`config.mk`:
```
export PLATFORM = sky130hd
export DESIGN_NAME = hs_link_monitor
export DESIGN_NICKNAME = d
export VERILOG_FILES = /design/src/rtl/hsmon_pkg.sv /design/src/rtl/hsmon_ctrl.sv /design/src/rtl/hsmon_dpath.sv /design/src/rtl/hs_link_monitor.sv
export SDC_FILE = /design/constraint.sdc
export NUM_CORES = 1
export LEC_CHECK = 0
export ABC_AREA = 1
export BUFFER_PORTS_ARGS = -buffer_cell sky130_fd_sc_hd__buf_2
export CAP_MARGIN = 20
export CELL_PAD_IN_SITES_DETAIL_PLACEMENT = 0
export CELL_PAD_IN_SITES_GLOBAL_PLACEMENT = 1
export CORE_ASPECT_RATIO = 1.5
export CORE_MARGIN = 4
export CORE_UTILIZATION = 25
export DETAILED_ROUTE_END_ITERATION = 8
export GPL_TIMING_DRIVEN = 0
export PLACE_DENSITY_LB_ADDON = 0.1
export SETUP_SLACK_MARGIN = 0.02
export SYNTH_ARGS = -nofsm -noshare
export SYNTH_HDL_FRONTEND = slang
export SYNTH_SLANG_ARGS = --single-unit
```
`constraint.sdc`:
```
create_clock -name clk -period 1.45 [get_ports clk]
set_input_delay 0.29 -clock clk [delete_from_list [all_inputs] [get_ports clk]]
set_output_delay 0.29 -clock clk [all_outputs]
set_load 0.02 [all_outputs]
```
`src/rtl/hsmon_pkg.sv`:
```
package hsmon_pkg;
  // Strobes from control to datapath
  typedef struct packed {
    logic captureData;  // latch data of a stalled offer
    logic countEn;      // a transfer happened this cycle
  } hsmon_strobe_t;
endpackage

```
`src/rtl/hsmon_ctrl.sv`:
```
module hsmon_ctrl
  import hsmon_pkg::*;
(
  input  logic          clk,
  input  logic          rst,
  input  logic          irrevMode,
  input  logic          clrFlags,
  input  logic          linkValid,
  input  logic          linkReady,
  input  logic          dataMismatch,
  output hsmon_strobe_t strobes,
  output logic          xferStrobe,
  output logic          dataErr,
  output logic          dropErr
);
  logic pending;
  logic dataViol;
  logic dropViol;

  assign xferStrobe = linkValid & linkReady;
  assign strobes.countEn = xferStrobe;
  assign strobes.captureData = linkValid & ~linkReady;

  // A violation is only meaningful while an earlier offer is still open
  assign dataViol = irrevMode & pending & linkValid & dataMismatch;
  assign dropViol = irrevMode & pending & ~linkValid;

  always_ff @(posedge clk) begin
    if (rst) begin
      pending <= 1'b0;
      dataErr <= 1'b0;
      dropErr <= 1'b0;
    end else begin
      pending <= linkValid & ~linkReady;
      dataErr <= (dataErr & ~clrFlags) | dataViol;
      dropErr <= (dropErr & ~clrFlags) | dropViol;
    end
  end

  AST_DROP_FLAGGED: assert property (@(posedge clk) disable iff (rst)
    (!$past(rst) && $past(irrevMode && pending && !linkValid)) |-> dropErr);
  AST_DECOUPLED_QUIET: assert property (@(posedge clk) disable iff (rst)
    ($rose(dataErr) || $rose(dropErr)) |-> $past(irrevMode));
  AST_STICKY_DATA: assert property (@(posedge clk) disable iff (rst)
    (!$past(rst) && $past(dataErr) && !$past(clrFlags)) |-> dataErr);
  AST_STICKY_DROP: assert property (@(posedge clk) disable iff (rst)
    (!$past(rst) && $past(dropErr) && !$past(clrFlags)) |-> dropErr);
  AST_IDLE_READY: assert property (@(posedge clk) disable iff (rst)
    (!$past(rst) && !$past(pending) && $rose(dropErr)) |-> 1'b0);
endmodule

```
`src/rtl/hsmon_dpath.sv`:
```
module hsmon_dpath
  import hsmon_pkg::*;
#(
  parameter int DATA_W = 32,
  parameter int CNT_W  = 16
) (
  input  logic              clk,
  input  logic              rst,
  input  hsmon_strobe_t     strobes,
  input  logic [DATA_W-1:0] linkData,
  output logic              dataMismatch,
  output logic [CNT_W-1:0]  xferCount
);
  localparam logic [CNT_W-1:0] CNT_MAX = {CNT_W{1'b1}};

  logic [DATA_W-1:0] heldData;

  always_ff @(posedge clk) begin
    if (rst) begin
      heldData <= '0;
    end else if (strobes.captureData) begin
      heldData <= linkData;
    end
  end

  assign dataMismatch = (heldData != linkData);

  always_ff @(posedge clk) begin
    if (rst) begin
      xferCount <= '0;
    end else if (strobes.countEn && (xferCount != CNT_MAX)) begin
      xferCount <= xferCount + 1'b1;
    end
  end

  AST_CNT_STEP: assert property (@(posedge clk) disable iff (rst)
    (!$past(rst) && $past(strobes.countEn) && ($past(xferCount) != CNT_MAX))
      |-> (xferCount == CNT_W'($past(xferCount) + 1'b1)));
  AST_NO_WRAP: assert property (@(posedge clk) disable iff (rst)
    !$past(rst) |-> (xferCount >= $past(xferCount)));
endmodule

```
`src/rtl/hs_link_monitor.sv`:
```
module hs_link_monitor
  import hsmon_pkg::*;
#(
  parameter int DATA_W = 32,
  parameter int CNT_W  = 16
) (
  input  logic              clk,
  input  logic              rst,
  input  logic              irrevMode,
  input  logic              clrFlags,
  input  logic              linkValid,
  input  logic              linkReady,
  input  logic [DATA_W-1:0] linkData,
  output logic              xferStrobe,
  output logic [CNT_W-1:0]  xferCount,
  output logic              dataErr,
  output logic              dropErr
);
  hsmon_strobe_t strobes;
  logic          dataMismatch;

  hsmon_ctrl ctrl_i (
    .clk(clk), .rst(rst), .irrevMode(irrevMode), .clrFlags(clrFlags),
    .linkValid(linkValid), .linkReady(linkReady), .dataMismatch(dataMismatch),
    .strobes(strobes), .xferStrobe(xferStrobe), .dataErr(dataErr), .dropErr(dropErr)
  );

  hsmon_dpath #(.DATA_W(DATA_W), .CNT_W(CNT_W)) dpath_i (
    .clk(clk), .rst(rst), .strobes(strobes), .linkData(linkData),
    .dataMismatch(dataMismatch), .xferCount(xferCount)
  );
endmodule

```
# Word level (Yosys, flattened, before mapping)
# Index checks and enable logic that the tools add are counted.
[totals] elab_cells=22 out_inout_bits=19 inputBits=38 ff_bits=51
[classes] add_sub_neg=1 eq_ne=2 bitwise_logic=13 reduce_logical=1
[op_table] op="32-bit inequality test" n=1
[op_table] op="16-bit by 1-bit adder with 16-bit output (second input constant)" n=1
[op_table] op="16-bit inequality test (second input constant)" n=1
[op_table] op="1-bit AND" n=8
[op_table] op="1-bit NOT" n=3
[op_table] op="1-bit OR" n=2
[op_table] op="1-bit logical AND" n=1

# Longest topological paths before layout
# Gate-level depths: netlist (run 1).
[logic_depth] depth_word=4 depth_mapped=10 depth_no_buf=10

# Hierarchy
# Synthesis (run 1) repeated with hierarchy kept, for this count alone.
[unflattened] hier_cells=390 hier_area_um2=2615.0
[by_module_without_submodules] mod="hsmon_dpath" cells_per_inst=370 area_per_inst_um2=2483.6 seq_area_each_um2=960.9 instances=1
[by_module_without_submodules] mod="hsmon_ctrl" cells_per_inst=20 area_per_inst_um2=131.4 seq_area_each_um2=60.1 instances=1

# Worst setup path after synthesis (run 1)
# Ideal clock, no wire load.
[synth_timing] kind="register to register" start="register dpath_i.xferCount[0]" end="register dpath_i.xferCount[15]" setup_time_ns=0.115 required_time_ns=1.335 synth_period_minus_slack_ns=1.645 path_stages_with_launch=10 setup_slack_ns=-0.195 arrival_ns=1.530 path_cell_list="dfxtp_1 > ha_1 > nand3_2 > nor3_2 > nand2_1 > nand2_1 > nand2_2 > buf_6 > a21oi_1 > nor2_1"
[synth_between] elab_chain_len=2
[synth_lines] element="from (decl)" line="hsmon_dpath.sv:12" text="output logic [CNT_W-1:0] xferCount"
[synth_lines] element="from (signal assigned)" line="hsmon_dpath.sv:32" text="xferCount <= xferCount + 1'b1;"
[synth_lines] element="parallel branches: the longest is 2 deep, another holds 16-bit by 1-bit adder with 16-bit output"
# Several ways; the timed one is not identified.
# A chain may end at the register's enable or synchronous reset.

# Worst setup path after layout (run 1)
[layout_timing] start="register dpath_i.xferCount[1]" end="register dpath_i.xferCount[10]"
# The elaborated chain is that of the path after synthesis.

==> reports/metrics.cfg, run 1 <==
[synthesis]
ys_seq_area_share_pct=40.36
synth_area_leaders=dfxtp_1 (40%), nand2_1 (12%), nor2_1 (11%)
syn_area_per_cell_um2=6.856
synth_top_area_share_pct=40.36
synth_flop_cell=dfxtp_1
syn-num-nets=408
synth_edf_count=0
synth_area_um2=2530
synth_seq_cells=51
syn_inst=369
yosys.area.top_type=dfxtp_1
yosysWarnings=0
async_flop_share_pct=0
yosysUniqueCellTypes=28

[worst_setup_path]
path_max_fanout=4
crit_slowest_cell=dfxtp_4
crit_chain=ha_4 > nand3_4 > nor3_4 > nand2_2 > nand2_2 > nand2_4 > buf_4 > nand2_1 > nand2_1 > nand2_1 > nor2_1
critPathCaptureType=flip-flop
worstPathRequired_ps=1640
critPathMaxStageDelay_ps=370
start_kind=flip-flop
path_class=flip-flop to flip-flop
r2r_cells=11
cpMostUsedCell=nand2_1
arrival_ps=1780

[sta]
max_slew_margin_pct=65.61
hold_viol=0
tightest_slew_ps=515.9
fin_crit_sh_pct=109.5
setup_tns_ps=-1473
setup-violations-final=16
fin_crit_ps=1587
fin_skew_ps=3.520
max_freq_mhz=629.9
drv_slew=0
layout_setup_ws_ps=-137.5
rsz0062_at_grt=true

[drt]
dr.pass1.iters=4
post_drt_wl_per_cell_um=12.54
wl_met3_um=287
drt_iter0_drc=91
wl_met1_mm=2.788
wl_met2_mm=3.868
drc=0
vias=2474
via_per_inst=4.402
highest_layer=met4
ant_nets=0
wirelength_mm=7.048

[placed_design]
dpl.hpwl_mm=5.219
placed_cell_area_um2=2988
gp_congestion=0.7312
io_buffers=56

[cts]
clkLatencyLatePin_ps=290
cts.sinks=51
cts_tree=done
cts_buffers=5
ctsHtreeMaxLevel=2
cts_buffer_depth=2
clk_pin_slew_ps=70
clockRootBuffer=clkbuf_16

[run]
cap_violations=0

[floorplan]
design.core.area_um2=9799
fp.dieW_um=90.14
die-area_um2=11830
die_h_um=131.2
start_util_pct=25.82
num_io_pins=57
rows=44

[finish]
layout_common_cells=nand2_1 (74), nor2_1 (72), buf_2 (56)
syn2layout_area_growth_pct=36.20
drive_gt1_share_pct=29.31
antenna_cells=0
nNetsFinal=485
stdcell_area_um2=3446
utilization_pct=35.16
layout_commonest_cell=nand2_1

[global_route]
grt_first_pass_wirelength_mm=11.65
grt_max_degree=16
antenna_found_initial=0
grt_pass1_vias=2476
overflow=0
grt_usage_pct=12.24

[min_path]
hp-class=input pin to flip-flop
hold_depth=3

[outcome]
outcome=finished, violations left
violations=setup timing

[pwr]
power_leakage_nw=1.490
powerDensity_nw_per_um2=974.7
peakVddDrop_mv=0.4618

[flip-flops by register name, summed over array words and instances, names as in the netlist]
| register | cells |
|---|---|
| ctrl_i.dropErr | 1 |
| dpath_i.heldData | 32 |
| dpath_i.xferCount | 16 |
| ctrl_i.pending | 1 |
| ctrl_i.dataErr | 1 |
[final cells by class]
type | count | area, µm²
multi-input combinational | 270 | 1468
clock inverter | 2 | 35.03
buffer | 12 | 75.07
clock buffer | 6 | 138.9
tap | 115 | 143.9
inverter | 36 | 135.1
timing repair buffer | 70 | 416.7
fill | 1097 | 6354
sequential | 51 | 1033
[metal layers]
metal  vias to the layer above  GRT usage [%]
met5                         -              0
met4                         0          4.089
met3                         7          3.089
met2                        38          23.37
met1                      1122          12.86
li1                       1307              -
[worst max-delay path, delay by kind of cell (launching register included)]
| family | cells | cell delay, ps |
|---|---|---|
| and+or+nand+nor | 9 | 810 |
| DFF | 1 | 370 |
| adders and majority gates | 1 | 150 |
| buffers and inverters | 1 | 150 |
[synthesized netlist by cell type (2+ instances only)]
cell type,instances
inv_1,34
a21oi_1,16
buf_6,3
nand3_2,3
a21oi_2,2
xnor2_1,24
nor3_1,6
o21ai_1,5
nand4_1,2
nor2_2,2
nand2_2,2
nand2_1,84
dfxtp_1,51
clkbuf_1,8
nor2_1,76
o21ai_0,33
nand3_1,7
[through the flow]
stage | total power [mW] | hold slack [ps] | setup slack (ps) | instances
floorplan | 1.792 | 349.4 | -20.21 | 369
global placement | 1.942 | 454.4 | -258.7 | 540
detailed placement | 1.948 | 457.3 | -311.0 | 540
CTS | 3.425 | 233.2 | -83.93 | 556
global route | 3.553 | 252.4 | -234.8 | 562
finish | 3.358 | 244.9 | -137.5 | 562
[worst paths after layout]
kind                         from                    end  slack [ps]
max reg2reg  dpath_i.xferCount[1]  dpath_i.xferCount[10]        -140
max          dpath_i.xferCount[1]  dpath_i.xferCount[10]        -140
min                  linkData[17]   dpath_i.heldData[17]         240
min reg2reg        ctrl_i.dataErr         ctrl_i.dataErr         460
[power by group]
group	internal, mW	switching, mW
Sequential	1.47	0.0436
Combinational	0.213	0.246
Clock	0.859	0.531
Total	2.54	0.820
[kinds of logic (layout without fill, tap and decap cells)]
| group | Yosys count | in the layout | share of synthesized area [%] |
|---|---|---|---|
| adder cells (fa/ha/maj) | 1 | 1 | 0.4945 |
| AO/OA/AOI/OAI | 59 | 59 | 12.22 |
| AND/OR/NAND/NOR | 185 | 185 | 30.12 |
| flip-flops | 51 | 51 | 40.36 |
| buffers and inverters | 48 | 126 | 8.160 |
| XOR/XNOR | 25 | 25 | 8.655 |
[what timing repair did]
item	CTS	global route
cloned	2	0
hold buffers	0	0
buffers inserted	6	6
pin swaps	8	9
resized for setup	19	24
setup endpoints to repair	25	16
Note: power is estimated with default switching activity, not from simulation.
==> inputs of run 2 (changes only) <==
Settings changed: SETUP_SLACK_MARGIN 0.02 to not set.
==> reports/metrics.cfg, run 2 (same netlist as run 1, synthesis figures left out) <==
[outcome]
outcome=finished, violations left  ; unchanged
violations=setup timing  ; unchanged

[sta]
fin_crit_sh_pct=109.4  ; was 109.5%
max_slew_margin_pct=65.29  ; was 65.61%
fin_skew_ps=3.607  ; was 3.520 ps
layout_setup_ws_ps=-136.4  ; was -137.5 ps
tightest_slew_ps=520.7  ; was 515.9 ps
setup-violations-final=16  ; unchanged
max_freq_mhz=630.4  ; was 629.9 MHz
setup_tns_ps=-1467  ; was -1473 ps
drv_slew=0  ; unchanged
rsz0062_at_grt=true  ; unchanged
fin_crit_ps=1586  ; was 1587 ps
hold_viol=0  ; unchanged

[worst_setup_path]
path_class=flip-flop to flip-flop  ; unchanged
r2r_cells=11  ; unchanged
crit_chain=ha_4 > nand3_4 > nor3_4 > nand2_2 > nand2_2 > nand2_4 > buf_4 > nand2_1 > nand2_1 > nand2_1 > nor2_1  ; unchanged
start_kind=flip-flop  ; unchanged
cpMostUsedCell=nand2_1  ; unchanged
cp-endpoint=dpath_i.xferCount[10]  ; unchanged
critPathMaxStageDelay_ps=370  ; about the same
critPathCaptureType=flip-flop  ; unchanged
r2r_end=dpath_i.xferCount[10]  ; unchanged
path_max_fanout=4  ; unchanged
arrival_ps=1780  ; about the same
crit_slowest_cell=dfxtp_4  ; unchanged
r2r_start=dpath_i.xferCount[1]  ; unchanged
worstPathRequired_ps=1640  ; about the same
rrSetupSlack_ps=-140  ; about the same
worstSetupStartpoint=dpath_i.xferCount[1]  ; unchanged

[finish]
nNetsFinal=485  ; unchanged
antenna_cells=0  ; unchanged
largest_reg_flops=32  ; unchanged
multiInputGateArea_um2=1468  ; unchanged
regMostFlops=dpath_i.heldData  ; unchanged
largest_registers=dpath_i.heldData (32), dpath_i.xferCount (16)  ; unchanged
regArea_um2=1033  ; unchanged
fillers=1097  ; unchanged
stdcell_area_um2=3446  ; unchanged
syn2layout_area_growth_pct=36.20  ; unchanged
post_layout_nonfiller_instances=562  ; unchanged
drive_gt1_share_pct=29.31  ; unchanged
layout_common_cells=nand2_1 (74), nor2_1 (72), buf_2 (56)  ; unchanged
layout_commonest_cell=nand2_1  ; unchanged

[pwr]
powerDensity_nw_per_um2=974.0  ; was 974.7 nW/µm²
p_total_mw=3.356  ; was 3.358 mW
peakVddDrop_mv=0.4616  ; was 0.4618 mV
power_leakage_nw=1.490  ; unchanged

[drt]
via_per_inst=4.399  ; was 4.402
dr.pass1.iters=4  ; unchanged
drt_iter0_drc=85  ; was 91
vias=2472  ; was 2474
ant_nets=0  ; unchanged
drc=0  ; unchanged
wirelength_mm=7.042  ; was 7.048 mm
post_drt_wl_per_cell_um=12.53  ; was 12.54 µm

[floorplan]
rows=44  ; unchanged
design.core.area_um2=9799  ; unchanged
die-area_um2=11830  ; unchanged
die_h_um=131.2  ; unchanged
fp.dieW_um=90.14  ; unchanged
num_io_pins=57  ; unchanged
start_util_pct=25.82  ; unchanged

[placed_design]
gp_congestion=0.7312  ; unchanged
placed_cell_area_um2=2988  ; unchanged
dpl.hpwl_mm=5.219  ; unchanged
io_buffers=56  ; unchanged
placedCellCount=540  ; unchanged
dp_slack_ps=-311.0  ; unchanged

[global_route]
grt_max_degree=16  ; unchanged
overflow=0  ; unchanged
grt_usage_pct=12.23  ; was 12.24%
grt_pass1_vias=2471  ; was 2476
antenna_found_initial=0  ; unchanged
grt_first_pass_wirelength_mm=11.64  ; was 11.65 mm

[cts]
cts.sinks=51  ; unchanged
cts_buffer_depth=2  ; unchanged
ctsHtreeMaxLevel=2  ; unchanged
cts_tree=done  ; unchanged
clk_pin_slew_ps=70  ; about the same
cts_buffers=5  ; unchanged
clockRootBuffer=clkbuf_16  ; unchanged
clkLatencyLatePin_ps=290  ; about the same

[min_path]
hp-class=input pin to flip-flop  ; unchanged
hold_depth=3  ; unchanged

[run]
cap_violations=0  ; unchanged

==> run 2: cell counts in the layout (fill, tap and decap cells not counted) <==
Identical to the previous run, type by type.
==> run 2: layout make-up <==
class	instances	area share, %
Buffer	12	2.179
Clock buffer	6	4.031
Clock inverter	2	1.017
Inverter	36	3.922
Multi-Input combinational cell	270	42.59
Sequential cell	51	29.99
Tap cell	115	4.176
Timing Repair Buffer	70	12.09
==> run 2: report_power, final <==
part	leakage (nW)	total, mW	internal [mW]	switching (mW)
logic	0.982	0.459	0.213	0.246
registers	0.421	1.51	1.47	0.0436
clock network	0.0868	1.39	0.859	0.528
==> run 2: worst min-delay path by stage <==
stage / startpoint / to / slack [ps]
after global routing: linkData[8] / dpath_i.heldData[8] / 250
after detailed placement: ctrl_i.dataErr / ctrl_i.dataErr / 460
after global placement: ctrl_i.dataErr / ctrl_i.dataErr / 450
after CTS: linkData[15] / dpath_i.heldData[15] / 230
final: linkData[17] / dpath_i.heldData[17] / 250
after floorplan: rst / dpath_i.xferCount[1] / 350
==> run 2: worst max-delay path: cells and delay by family, from the launching register on <==
kind                       cells  cell delay, ps
adders and majority gates      1             150
buffers and inverters          1             150
and+or+nand+nor                9             810
DFF                            1             370
==> run 2: per-layer routing <==
| layer | share of wire, % | wire length [µm] | vias to the layer above | global-route usage (%) |
|---|---|---|---|---|
| met5 | 0 | 0 | - | 0 |
| met4 | 1.5 | 103 | 0 | 4.089 |
| met3 | 4.1 | 288 | 7 | 3.089 |
| met2 | 55 | 3863 | 38 | 23.33 |
| met1 | 40 | 2786 | 1120 | 12.86 |
| li1 | - | - | 1307 | - |
==> run 2: metrics by stage <==
stage / hold WS [ps] / util, %
3_3_place_gp: 454.4 / 30.49
3_5_place_dp: 457.3 / 30.49
5_1_grt: 252.4 / 35.16
2_1_floorplan: 349.4 / -
4_1_cts: 233.2 / 33.71
6_report: 245.7 / 35.16
==> run 2: timing repair <==
action	in CTS	in global routing
resized for setup	16	27
pin swaps	7	8
setup buffers	6	6
setup endpoints to repair	16	36
gates cloned	2	0
hold buffers	0	0
